<file path="config.mk">
export PLATFORM = sky130hd
export DESIGN_NAME = fault_status_bank
export DESIGN_NICKNAME = d
export VERILOG_FILES = /design/src/rtl/fsb_pkg.sv /design/src/rtl/fsb_sticky.sv /design/src/rtl/fsb_ctrl.sv /design/src/rtl/fsb_datapath.sv /design/src/rtl/fault_status_bank.sv
export SDC_FILE = /design/constraint.sdc
export NUM_CORES = 1
export LEC_CHECK = 0
export ABC_CLOCK_PERIOD_IN_PS = 800
export CAP_MARGIN = 25
export CORE_MARGIN = 2
export CORE_UTILIZATION = 41
export DETAILED_ROUTE_END_ITERATION = 7
export GPL_TIMING_DRIVEN = 0
export PLACE_DENSITY = 0.77
export REMOVE_ABC_BUFFERS = 1
export SYNTH_ARGS = -nofsm -noshare
export SYNTH_HDL_FRONTEND = slang
export SYNTH_HIERARCHICAL = 1
export SYNTH_SLANG_ARGS = --single-unit
</file>
<file path="constraint.sdc">
create_clock -name clk -period 0.8 [get_ports clk]
set_input_delay 0.24 -clock clk [delete_from_list [all_inputs] [get_ports clk]]
set_output_delay 0.24 -clock clk [all_outputs]
set_load 0.01 [all_outputs]
</file>
<file path="src/rtl/fsb_pkg.sv">
package fsb_pkg;

  // Register widths fixed by the bit layouts of the three registers
  localparam int RSRC_W = 3;
  localparam int SUP_W  = 4;
  localparam int BUS_W  = 4;
  localparam int SUP_STICKY_W = SUP_W - 1;

  // Strobes from the control decode to the datapath
  typedef struct packed {
    logic selRsrc;
    logic selSup;
    logic selBus;
    logic clrRsrc;
    logic clrSup;
    logic clrBus;
  } fsbStrobeT;

endpackage

</file>
<file path="src/rtl/fsb_sticky.sv">
module fsb_sticky #(
  parameter int              WIDTH = 1,
  parameter logic [WIDTH-1:0] INIT = '0
) (
  input  logic             clk,
  input  logic             rstN,
  input  logic [WIDTH-1:0] setVec,
  input  logic             clr,
  output logic [WIDTH-1:0] q
);

  // Each bit keeps its own flop; a set in the clear cycle wins
  for (genvar i = 0; i < WIDTH; i++) begin : g_bit
    always_ff @(posedge clk or negedge rstN) begin
      if (!rstN) begin
        q[i] <= INIT[i];
      end else begin
        q[i] <= (q[i] & ~clr) | setVec[i];
      end
    end
  end

endmodule

</file>
<file path="src/rtl/fsb_ctrl.sv">
module fsb_ctrl
  import fsb_pkg::*;
#(
  parameter int                ADDR_W    = 4,
  parameter logic [ADDR_W-1:0] ADDR_RSRC = 0,
  parameter logic [ADDR_W-1:0] ADDR_SUP  = 1,
  parameter logic [ADDR_W-1:0] ADDR_BUS  = 2
) (
  input  logic              rdEn,
  input  logic [ADDR_W-1:0] rdAddr,
  output fsbStrobeT         strb
);

  logic hitRsrc;
  logic hitSup;
  logic hitBus;

  assign hitRsrc = rdEn && (rdAddr == ADDR_RSRC);
  assign hitSup  = rdEn && (rdAddr == ADDR_SUP);
  assign hitBus  = rdEn && (rdAddr == ADDR_BUS);

  always_comb begin
    strb         = '0;
    strb.selRsrc = hitRsrc;
    strb.selSup  = hitSup;
    strb.selBus  = hitBus;
    strb.clrRsrc = hitRsrc;
    strb.clrSup  = hitSup;
    strb.clrBus  = hitBus;
  end

endmodule

</file>
<file path="src/rtl/fsb_datapath.sv">
module fsb_datapath
  import fsb_pkg::*;
#(
  parameter int                       DATA_W    = 8,
  parameter logic [RSRC_W-1:0]        RSRC_INIT = 3'b101,
  parameter logic [SUP_STICKY_W-1:0]  SUP_INIT  = '0,
  parameter logic [BUS_W-1:0]         BUS_INIT  = '0
) (
  input  logic              clk,
  input  logic              rstN,
  input  fsbStrobeT         strb,
  input  logic              uvEvt,
  input  logic              wdEvt,
  input  logic              extEvt,
  input  logic              batOvEvt,
  input  logic              reg2OnEvt,
  input  logic              reg3HotEvt,
  input  logic              batFaultLive,
  input  logic [BUS_W-1:0]  busEvt,
  output logic [DATA_W-1:0] rdData,
  output logic [RSRC_W-1:0] rsrcState
);

  logic [RSRC_W-1:0]       rsrcSet;
  logic [RSRC_W-1:0]       rsrcQ;
  logic [SUP_STICKY_W-1:0] supSet;
  logic [SUP_STICKY_W-1:0] supQ;
  logic [SUP_W-1:0]        supView;
  logic [BUS_W-1:0]        busQ;
  logic [DATA_W-1:0]       readMux;

  // Reset-source encoding: any reset kind flags bit 2, causes add their own bit
  assign rsrcSet = {uvEvt | wdEvt | extEvt, wdEvt, uvEvt};
  assign supSet  = {reg3HotEvt, reg2OnEvt, batOvEvt};

  fsb_sticky #(.WIDTH(RSRC_W), .INIT(RSRC_INIT)) rsrcReg_i (
    .clk(clk), .rstN(rstN), .setVec(rsrcSet), .clr(strb.clrRsrc), .q(rsrcQ)
  );

  fsb_sticky #(.WIDTH(SUP_STICKY_W), .INIT(SUP_INIT)) supReg_i (
    .clk(clk), .rstN(rstN), .setVec(supSet), .clr(strb.clrSup), .q(supQ)
  );

  fsb_sticky #(.WIDTH(BUS_W), .INIT(BUS_INIT)) busReg_i (
    .clk(clk), .rstN(rstN), .setVec(busEvt), .clr(strb.clrBus), .q(busQ)
  );

  // Live battery bit sits between latched bit 0 and bits 2..3
  assign supView = {supQ[2], supQ[1], batFaultLive, supQ[0]};

  always_comb begin
    readMux = '0;
    if (strb.selRsrc) begin
      readMux[RSRC_W-1:0] = rsrcQ;
    end else if (strb.selSup) begin
      readMux[SUP_W-1:0] = supView;
    end else if (strb.selBus) begin
      readMux[BUS_W-1:0] = busQ;
    end
  end

  always_ff @(posedge clk or negedge rstN) begin
    if (!rstN) begin
      rdData <= '0;
    end else begin
      rdData <= readMux;
    end
  end

  assign rsrcState = rsrcQ;

endmodule

</file>
<file path="src/rtl/fault_status_bank.sv">
module fault_status_bank
  import fsb_pkg::*;
#(
  parameter int                ADDR_W    = 4,
  parameter int                DATA_W    = 8,
  parameter logic [ADDR_W-1:0] ADDR_RSRC = 0,
  parameter logic [ADDR_W-1:0] ADDR_SUP  = 1,
  parameter logic [ADDR_W-1:0] ADDR_BUS  = 2
) (
  input  logic              clk,
  input  logic              rstN,
  input  logic              uvEvt,
  input  logic              wdEvt,
  input  logic              extEvt,
  input  logic              batOvEvt,
  input  logic              reg2OnEvt,
  input  logic              reg3HotEvt,
  input  logic              batFaultLive,
  input  logic [3:0]        busEvt,
  input  logic              rdEn,
  input  logic [ADDR_W-1:0] rdAddr,
  output logic [DATA_W-1:0] rdData
);

  fsbStrobeT         strb;
  logic [RSRC_W-1:0] rsrcState;

  fsb_ctrl #(
    .ADDR_W(ADDR_W), .ADDR_RSRC(ADDR_RSRC), .ADDR_SUP(ADDR_SUP), .ADDR_BUS(ADDR_BUS)
  ) ctrl_i (
    .rdEn(rdEn), .rdAddr(rdAddr), .strb(strb)
  );

  fsb_datapath #(.DATA_W(DATA_W)) dp_i (
    .clk(clk), .rstN(rstN), .strb(strb),
    .uvEvt(uvEvt), .wdEvt(wdEvt), .extEvt(extEvt),
    .batOvEvt(batOvEvt), .reg2OnEvt(reg2OnEvt), .reg3HotEvt(reg3HotEvt),
    .batFaultLive(batFaultLive), .busEvt(busEvt),
    .rdData(rdData), .rsrcState(rsrcState)
  );

endmodule

</file>
# --- Yosys cells after proc, flatten, opt, wreduce, memory -nomap -nowiden ---
# Index checks and enable logic that the tools add are counted.
classes:
  n_reduce_logical: 4
  bitwise_logic: 25
  mux: 4
  eq_ne: 2
op_table:
  columns: ["operator", "count"]
  rows:
  - ["$or A1 B1 Y1", 12]
  - ["$and A1 B1 Y1", 10]
  - ["$mux W4", 2]
  - ["$eq A4 B1 Y1 const B", 1]
  - ["$eq A4 B2 Y1 const B", 1]
  - ["$logic_not A4 Y1", 1]
  - ["$logic_and A1 B1 Y1", 3]
  - ["$mux W3", 1]
  - ["$not A1 Y1", 3]
  - ["$mux W1", 1]
totals:
  output_inout_bits: 8
  register_bits: 14

# --- Depth between registers and ports, before layout ---
# Gate-level depths: netlist of the first run.
logic_depth:
  depth_word: 5
  depth_mapped: 5
  depth_no_buf: 4

# --- Modules after synthesis ---
# The synthesis of the first run kept the hierarchy.
modules_own_cells:
  columns: ["module", "cells_each", "n_inst", "area_each_um2", "seq_area_each_um2"]
  rows:
  - ["fsb_datapath", 25, 1, 227.7, 100.1]
  - ["fsb_sticky at dp_i.busReg_i", 9, 1, 133.9, 100.1]
  - ["fsb_sticky at dp_i.rsrcReg_i", 7, 1, 103.8, 77.6]
  - ["fsb_sticky at dp_i.supReg_i", 7, 1, 101.3, 75.1]
  - ["fsb_ctrl", 10, 1, 83.8, 0.0]

# --- Least setup slack after synthesis of the first run ---
# No wires, ideal clock.
synth_path:
  path_type: "input to register"
  start: "input port rdAddr[3]"
  end: "register dp_i.busReg_i.q[2]"
  n_path_buf: 1
  setup_slack_ns: -0.160
  path_stages: 5
  t_arrival_ns: 0.842
  path_cell_list: "nor2_2 and4b_1 buf_4 inv_2 a21o_1"
synth_via:
  elab_chain_cells: 5
synth_rtl:
  columns: ["item", "line_no", "text"]
  rows:
  - ["start: declaration", "fault_status_bank.sv:21", "input logic [ADDR_W-1:0] rdAddr,"]
  - ["$eq A4 B2 Y1", "fsb_ctrl.sv:20", "assign hitBus = rdEn && (rdAddr == ADDR_BUS);"]
  - ["$logic_and A1 B1 Y1", "fsb_ctrl.sv:20", null]
  - ["named net ctrl_i.hitBus", "fsb_ctrl.sv:16", "logic hitBus;"]
  - ["$not A1 Y1", "fsb_sticky.sv:18", "q[i] <= (q[i] & ~clr) | setVec[i];"]
  - ["$and A1 B1 Y1", "fsb_sticky.sv:18", null]
  - ["$or A1 B1 Y1", "fsb_sticky.sv:18", null]
  - ["end signal: indexed assignment", "fsb_sticky.sv:16", "q[i] <= INIT[i];"]
  - ["end signal: indexed assignment", "fsb_sticky.sv:18", null]
  - ["end: declaration", "fsb_sticky.sv:9", "output logic [WIDTH-1:0] q"]
# The timed path passes the listed nets, and every way through them passes these cells.

# --- Worst setup path in the final report of the first run ---
layout_path:
  start: "register dp_i.rdData[1]"
  end: "output port rdData[1]"
layout_lines:
  columns: ["item", "line_no", "text"]
  rows:
  - ["start: declaration", "fsb_datapath.sv:20", "output logic [DATA_W-1:0] rdData,"]
  - ["start signal: assignment", "fsb_datapath.sv:66", "rdData <= readMux;"]
  - ["end: declaration", "fault_status_bank.sv:22", "output logic [DATA_W-1:0] rdData"]
# No word-level cell between the ends.

==> results.txt, run 1 <==
The area of placed instances is 817 µm². The synthesized flop and latch total is 14. The maximum single-stage delay on the critical path came out at ~0.37 ns.

The worst path in the final design needs a cycle of 1.02 ns, including I/O delays and setup. The number of buffers and inverters on the critical path is 1. The routed wire length came out at about 1.2 mm. A synthesized cell averages about 11 µm². The repair_antennas step left the layout with diodes totalling 0. The leftover overflow at the end of global routing is 0.

Entering global routing, the biggest net connects 15 pins. The proportion of power drawn by combinational gates is approximately 12%. The number of fill cells is 137. After routing the design area is between 800 and 900 µm². The share of total power in the clock network came out at a little over a third. The H-tree depth is 1. The worst setup path is captured at an output pin. Synthesis handed over a netlist of 58 instances.

The busiest metal layer after global routing is met2. CTS placed an instance of sky130_fd_sc_hd__clkbuf_4 at the clock tree root. The starting density of the core is a little over two fifths. The longest clock path from root to sink contains 2 buffers. The library cells used most frequently in the layout, excluding fill and tap cells, are sky130_fd_sc_hd__dfrtp_1, sky130_fd_sc_hd__a21o_1, sky130_fd_sc_hd__clkdlybuf4s50_1, sky130_fd_sc_hd__buf_2, sky130_fd_sc_hd__a21oi_1. The count of warnings emitted by yosys is 6. TritonCTS built the clock tree. The floorplan has 14 rows. The worst-case clock skew is roughly 0.0025 ns.

The part of the total power dissipated in sequential elements is between 50 and 60%. Global routing used around 18% of the available met1 tracks. The die span in x came out at between 40 and 50 µm. The overall power of the completed layout came out at approximately 1.4 mW. The number of buffers added by the clock tree synthesis step is 3. In the global route stage, met2 resource usage came out at a little under a quarter. Of all nets on the critical path, the largest fanout is 1. The DRC violations left is 0. The analysis attributes to net switching a power of 0.307 mW. Counting distinct cell types in the post-synthesis netlist gives 15. The type of the worst min-delay path is input pin to async pin. For this run, the post-layout net count is 98. The worst setup path is launched from a flop.

The count of buffers inserted at the top-level ports is 21. Grouping stages by cell kind, the critical path spends the most delay in flip-flops. The total global-route track usage came out at 14.6%. The via-per-instance ratio is 5.22.

The switching share of total power is a little over a fifth. The share of synthesized area occupied by flip-flops and latches is ~54%. The post-route antenna net violation count came out at 0. Timing would allow up to roughly 0.98 GHz. The worst endpoint required time is around 0.56 ns. Setup repair after global routing could not meet its margin everywhere.

The clock net in this run drives a total of 14 sinks. The cell-internal power came out at approximately 1.1 mW. The worst max-slew margin expressed relative to the limit is slightly below 60%. Of the available clock period, the critical path in the final layout requires 127%. Dividing total power by cell area gives a power density of 1600 mW/mm². The core area came out at between 0.001 and 0.0015 mm².

After legalization and detailed placement, the total HPWL measured between 800 and 900 µm. The number of global-route vias before repair came out at between 500 and 600. Leaving out fill and tap cells, the most frequent cell in the layout is sky130_fd_sc_hd__dfrtp_1.

The run finished, with violations left. The number of vias in the routed layout is 496. Cells fill 59.0% of the core in the end. The floorplan die height came out at 43.8 µm. The final reports fail on negative hold slack, negative setup slack. The final hold violation count is 12. The number of antenna violations at the first check in global routing is 0. The standard cell with the maximum stage delay on the critical path is sky130_fd_sc_hd__dfrtp_1. Setup slack on the critical path of the routed design comes to -0.219 ns. The post-synthesis instance area is approximately 650 µm². The final cell count without fillers is 95. The leakage power came out at 0.365 nW. The max-slew violation count is 0. The count of final setup violators is 12. Clock-pin slew was measured on the worst setup and hold paths at roughly 0.08 ns. The area growth from synthesis to layout is 35.0%. The share of final-layout standard cells stronger than drive strength 1 is between 30 and 40%.

The critical path is of the flop to output pin type. 26 I/O pins were placed. The clock insertion delay at the later pin of the skew report came out at roughly 0.28 ns. The final hold slack came out at -0.0481 ns. Max-cap violations in this run came to 0. The routed wirelength normalized by instance count came out at approximately 13 µm. The actual slew at the worst max-slew pin came out at 0.631 ns.

In this run, post-CTS hold repair placed 0 buffers. The worst-case IR drop observed on VDD is roughly 910 µV. The final weighted congestion in routability-driven placement came out at about 0.72. The data arrival at the endpoint of the critical path came out at a little under 0.8 ns.

The first-iteration detailed-routing DRC count is 3. Traced cell by cell, the critical path runs through buf_2. The cell count after placement came out at between 80 and 90. The die area is slightly below 0.002 mm². The first global-routing pass estimated 2.01 mm of wire. For this run, global-route usage on met3 was measured as under 10%. The number of iterations in the first detailed-routing pass came out at 4.
[registers in the layout, summed over array words and instances, names as in the netlist]
signal and flops:
dp_i/rdData 4, dp_i/busReg_i/q 4, dp_i/rsrcReg_i/q 3, dp_i/supReg_i/q 3
[repair_timing]
item,in CTS,in global routing
pin swaps,10,4
cloned,1,0
setup buffers,2,0
setup endpoints to repair,18,31
gates resized for setup,48,7
[cell families (layout without fill, tap and decap cells)]
logic type	Yosys count	after routing	synth area share (%)
simple gates	13	14	15.0
compound gates	17	17	16.9
buf+inv	13	30	13.3
other cells	1	4	0.576
flops	14	14	54.2
[cells in the mapped netlist]
cell	number	area [µm²]
sky130_fd_sc_hd__nor2b_1	3	18.8
sky130_fd_sc_hd__nand2_1	1	3.75
sky130_fd_sc_hd__and4bb_1	1	12.5
sky130_fd_sc_hd__inv_2	1	3.75
sky130_fd_sc_hd__dfrtp_1	12	300
sky130_fd_sc_hd__nand3b_1	4	30.0
sky130_fd_sc_hd__inv_1	2	7.51
sky130_fd_sc_hd__a21oi_1	7	35.0
sky130_fd_sc_hd__or3_1	1	6.26
sky130_fd_sc_hd__buf_4	10	75.1
sky130_fd_sc_hd__a21o_1	10	75.1
sky130_fd_sc_hd__dfstp_2	2	52.6
sky130_fd_sc_hd__and4b_1	2	20.0
sky130_fd_sc_hd__nor2_2	1	6.26
sky130_fd_sc_hd__conb_1	1	3.75
[stage by stage]
stage               TNS (ns)  hold WS [ns]  setup WS [ns]
floorplan              -2.24       -0.0556         -0.208
global placement      -14.18         0.467         -0.736
detailed placement    -14.92         0.475         -0.762
CTS                   -0.906         0.273         -0.230
global route           -1.56       0.00372         -0.255
finish                -0.992       -0.0481         -0.219
[layout make-up]
type	instances	area, µm²	area share [%]
inverter	3	11.3	1.28
clock buffer	4	36.3	4.13
sequential	14	353	40.2
tap	16	20.0	2.28
multi-input combinational	35	263	29.9
timing repair buffer	23	195	22.2
[final timing paths]
kind / startpoint / to / slack [ns] / depth (start not counted)
min in group clk: uvEvt / dp_i/rsrcReg_i/q[0] / 0.28 / 2
setup / recovery: dp_i/rdData[1] / rdData[1] / -0.22 / 1
setup reg to reg: dp_i/rsrcReg_i/q[0] / dp_i/rdData[0] / 0.02 / 2
hold reg to reg: dp_i/supReg_i/q[0] / dp_i/supReg_i/q[0] / 0.50 / 1
hold / removal: rstN / dp_i/busReg_i/q[1] / -0.05 / 1
max in group asynchronous: rstN / dp_i/rsrcReg_i/q[1] / 0.44 / 1
[per-layer routing]
layer,part of all wire (%),vias up
li1,-,231
met4,1.9,0
met5,0,-
met2,48,21
met3,7.1,2
met1,43,242
[power groups by stage]
stage	Clock [mW]	Combinational (mW)	Sequential, mW
after global routing	0.556	0.180	0.737
after global placement	0	0.162	0.747
after CTS	0.520	0.157	0.734
after detailed placement	0	0.164	0.748
after floorplan	0	0.0382	0.751
final	0.508	0.163	0.735
(Power assumes the default switching activity.)
==> run 2: changes to the inputs <==
- ABC_AREA: unset -> 0
==> results of run 2 <==
Same layout as run 1: the final DEF is identical, and so are final timing and power.
==> run 3: changes to the inputs <==
- PLACE_DENSITY: 0.77 -> unset
- PLACE_DENSITY_LB_ADDON: unset -> 0.1
==> run 3 against run 2 <==
The run still ends with negative hold slack, negative setup slack left. Register-to-register slack about the same. Total power decreased by 8.1%. Count of clock-buffer cells in the layout unchanged. Core utilization decreased by 0.67 points. Fmax increased by 1.1%. Combinational power about the same. Design area decreased by 1.1%. Wire length decreased by 1.8%. Hold slack improved by 0.0067 ns. Critical path type unchanged. Largest cell class unchanged. Largest power group unchanged.
==> results.txt, run 3 (synthesis gave the netlist of run 1 again) <==
The worst-case clock skew is 0.00173 ns (-0.000802 ns). The worst max-slew margin expressed relative to the limit came out at 59.2% (+1.4 points). The first-iteration detailed-routing DRC count is 2 (-1). The met2 track demand over resource was 24.7% (+2.1 points). TritonCTS built the clock tree. The clock insertion delay at the later pin of the skew report is 0.27 ns (about the same). The shortest period the worst path allows came out at 1.01 ns (-0.0113 ns).

The number of global-route vias before repair is 448 (-11%). The final non-filler cell area came out at 868 µm² (-1.1%). The DRC violations left came out at 0 (unchanged). The number of vias in the routed layout is 483 (-2.6%).

The worst setup slack before clock tree synthesis is -0.777 ns (-0.0154 ns). The max-slew violation count is 0 (unchanged). Following the worst setup path forward leads to its endpoint at rdData[0].

The number of cell instances on the worst register-to-register path is 2 (unchanged). The source of the critical timing path is dp_i/rdData[0]. Leaving out fill and tap cells, the most frequent cells in the layout are sky130_fd_sc_hd__dfrtp_1, sky130_fd_sc_hd__a21o_1, sky130_fd_sc_hd__clkdlybuf4s50_1, sky130_fd_sc_hd__buf_2.

The routed wire length came to 1.21 mm (-1.8%). The met1 layer usage reported by global route is 18.2% (+0.096 points). The number of antenna violations at the first check in global routing was 0 (unchanged). The final hold violation count is 12 (unchanged). The wire length of the first global-routing pass is 2.08 mm (+3.1%). The overall power of the completed layout came out at 1.29 mW (-8.1%). Setup repair after global routing could not meet its margin everywhere.

The max capacitance violation total came out at 0 (unchanged). The leakage power came to 0.353 nW (-3.3%). The setup slack of the critical path after layout is -0.208 ns (+0.0113 ns).

The combined area of the multi-input logic cells came out at 274 µm² (+4.3%). The largest fanout of any net on the critical path is 1 (unchanged). The utilization of the core after routing is 58.3% (-0.67 points). The final reports fail on negative hold slack, negative setup slack.

The H-tree depth came out at 1 (unchanged). The core area came out at 0.00149 mm² (unchanged). The proportion of power drawn by combinational gates is 12.4% (+0.8 points).

The worst endpoint required time came to 0.56 ns (about the same). The part of the total power dissipated in sequential elements came out at 56.8% (+4.5 points). The number of clock sinks came out at 14 (unchanged).

The leftover overflow at the end of global routing is 0 (unchanged). The count of buffers inserted at the top-level ports came out at 21 (unchanged). The share of total power in the clock network is 30.8% (-5.3 points).

The post-route antenna net violation count came out at 0 (unchanged). The final layout net count is 97 (-1.0%). The number of iterations in the first detailed-routing pass came to 4 (unchanged). The count of final setup violators was 12 (unchanged). The final cell count without fillers is 94 (-1.1%). The share of final-layout standard cells stronger than drive strength 1 came out at 35.9% (-0.81 points). The maximum single-stage delay on the critical path is 0.36 ns (about the same).

The ratio of total power to cell area is 1490 mW/mm² (-7.1%). Among cell families on the critical path, the largest total delay comes from flip-flops. The upper clock frequency limit is 0.992 GHz (+1.1%). The via-per-instance ratio came out at 5.14 (-1.6%). The number of placement rows came to 14 (unchanged).

The actual slew at the worst max-slew pin is 0.610 ns (-0.0209 ns). CTS placed an instance of sky130_fd_sc_hd__clkbuf_4 at the clock tree root. The critical path buffer and inverter count was 1 (unchanged).

The floorplan die height is 43.8 µm (unchanged). The total global-route track usage came out at 15.1% (+0.46 points). The area of placed instances is 817 µm² (unchanged). For this design, the slowest cell found on the critical path is sky130_fd_sc_hd__dfrtp_1.

The number of cells on the critical path came to 1 (unchanged). The switching share of total power came out at 21.7% (-0.17 points). The largest buffer count on any clock path came out at 2 (unchanged).

In the final layout, the registers with the most flip-flops are dp_i/busReg_i/q (4), dp_i/rdData (4). Relative to the synthesized area, the layout overhead comes to 33.5%. The number of fill cells is 132 (-3.6%).

STA classifies the critical path startpoint as a flop. The library cell used most frequently in the layout, excluding fill and tap cells, is sky130_fd_sc_hd__dfrtp_1. The final weighted congestion in routability-driven placement came out at 0.662 (-7.7%).

The critical path is of the flop to output pin type. The critical path endpoint category is an output pin. The cell-internal power was 1.01 mW (-7.9%). The total I/O pin count came to 26 (unchanged). The beginning of the worst register-to-register path is dp_i/supReg_i/q[1]. The data arrival at the endpoint of the critical path came to 0.77 ns (about the same). The tightest min-delay check is of the input pin to async pin type. Walking the worst path, the cells encountered are buf_2. The worst-case vdd ir drop was 1220 µV (+35%).

The accumulated negative setup slack is -0.903 ns (+0.0889 ns). The die area came out at 0.00192 mm² (unchanged). The net load switching power is 0.280 mW (-8.9%).

The die span in x is 43.8 µm (unchanged). The area taken by flip-flops and latches came out at 353 µm² (unchanged). The number of buffers added by the clock tree synthesis step is 3 (unchanged).

The clock transition time at the flip-flop clock pins of the worst setup and hold paths is 0.08 ns (about the same). The endpoint identified for the worst register-to-register timing path is dp_i/rdData[2]. The starting density of the core came out at 43.7% (unchanged). The met3 usage is 6.67% (+2.9 points). The final cycle utilization of the critical path is 126% (-1.4 points). met2 is the most crowded layer.

The routed wirelength normalized by instance count came out at 12.9 µm (-0.74%). The worst reg-to-reg setup slack is 0.01 ns (about the same). The flow ran to the end, but the final reports show violations.

The final hold slack is -0.0414 ns (+0.00670 ns). The cell count after placement came out at 88 (unchanged). The maximum number of pins on one net before global-route repair came to 15 (unchanged). The final antenna diode count was 0 (unchanged).
run 3: layout make-up:
class / count / area share [%]
flip-flops and latches: 14 / 40.6
clock buffers: 4 / 3.03
repair buffers: 22 / 21.2
well taps: 16 / 2.31
multi-input cells: 35 / 31.6
inverters: 3 / 1.30
run 3: worst min-delay path by stage:
stage	start	to	slack [ns]	cells past startpoint
after floorplan	rstN	dp_i/busReg_i/q[0]	-0.06	0
after CTS	wdEvt	dp_i/rsrcReg_i/q[1]	0.28	2
after global placement	dp_i/busReg_i/q[3]	dp_i/busReg_i/q[3]	0.47	1
final	rstN	dp_i/supReg_i/q[1]	-0.04	1
after detailed placement	dp_i/busReg_i/q[3]	dp_i/busReg_i/q[3]	0.47	1
after global routing	rstN	dp_i/supReg_i/q[2]	0.0007	1
run 3: timing repair:
action / 4_1_cts / 5_1_grt
hold buffers: 0 / 0
cloned: 1 / 0
setup buffers: 1 / 0
pin swaps: 9 / 9
endpoints found under the setup margin: 18 / 31
resized for setup: 48 / 9
run 3: power by group through the flow:
stage	Sequential, mW	Clock, mW	Combinational [mW]
2_1_floorplan	0.751	0	0.0382
3_3_place_gp	0.747	0	0.162
3_5_place_dp	0.747	0	0.164
4_1_cts	0.733	0.420	0.156
5_1_grt	0.736	0.460	0.176
6_report	0.734	0.397	0.160
run 3: per-layer routing:
layer	up-vias	wire (µm)
li1	232	-
met1	223	494
met2	28	591
met3	0	122
met4	0	0
met5	-	0
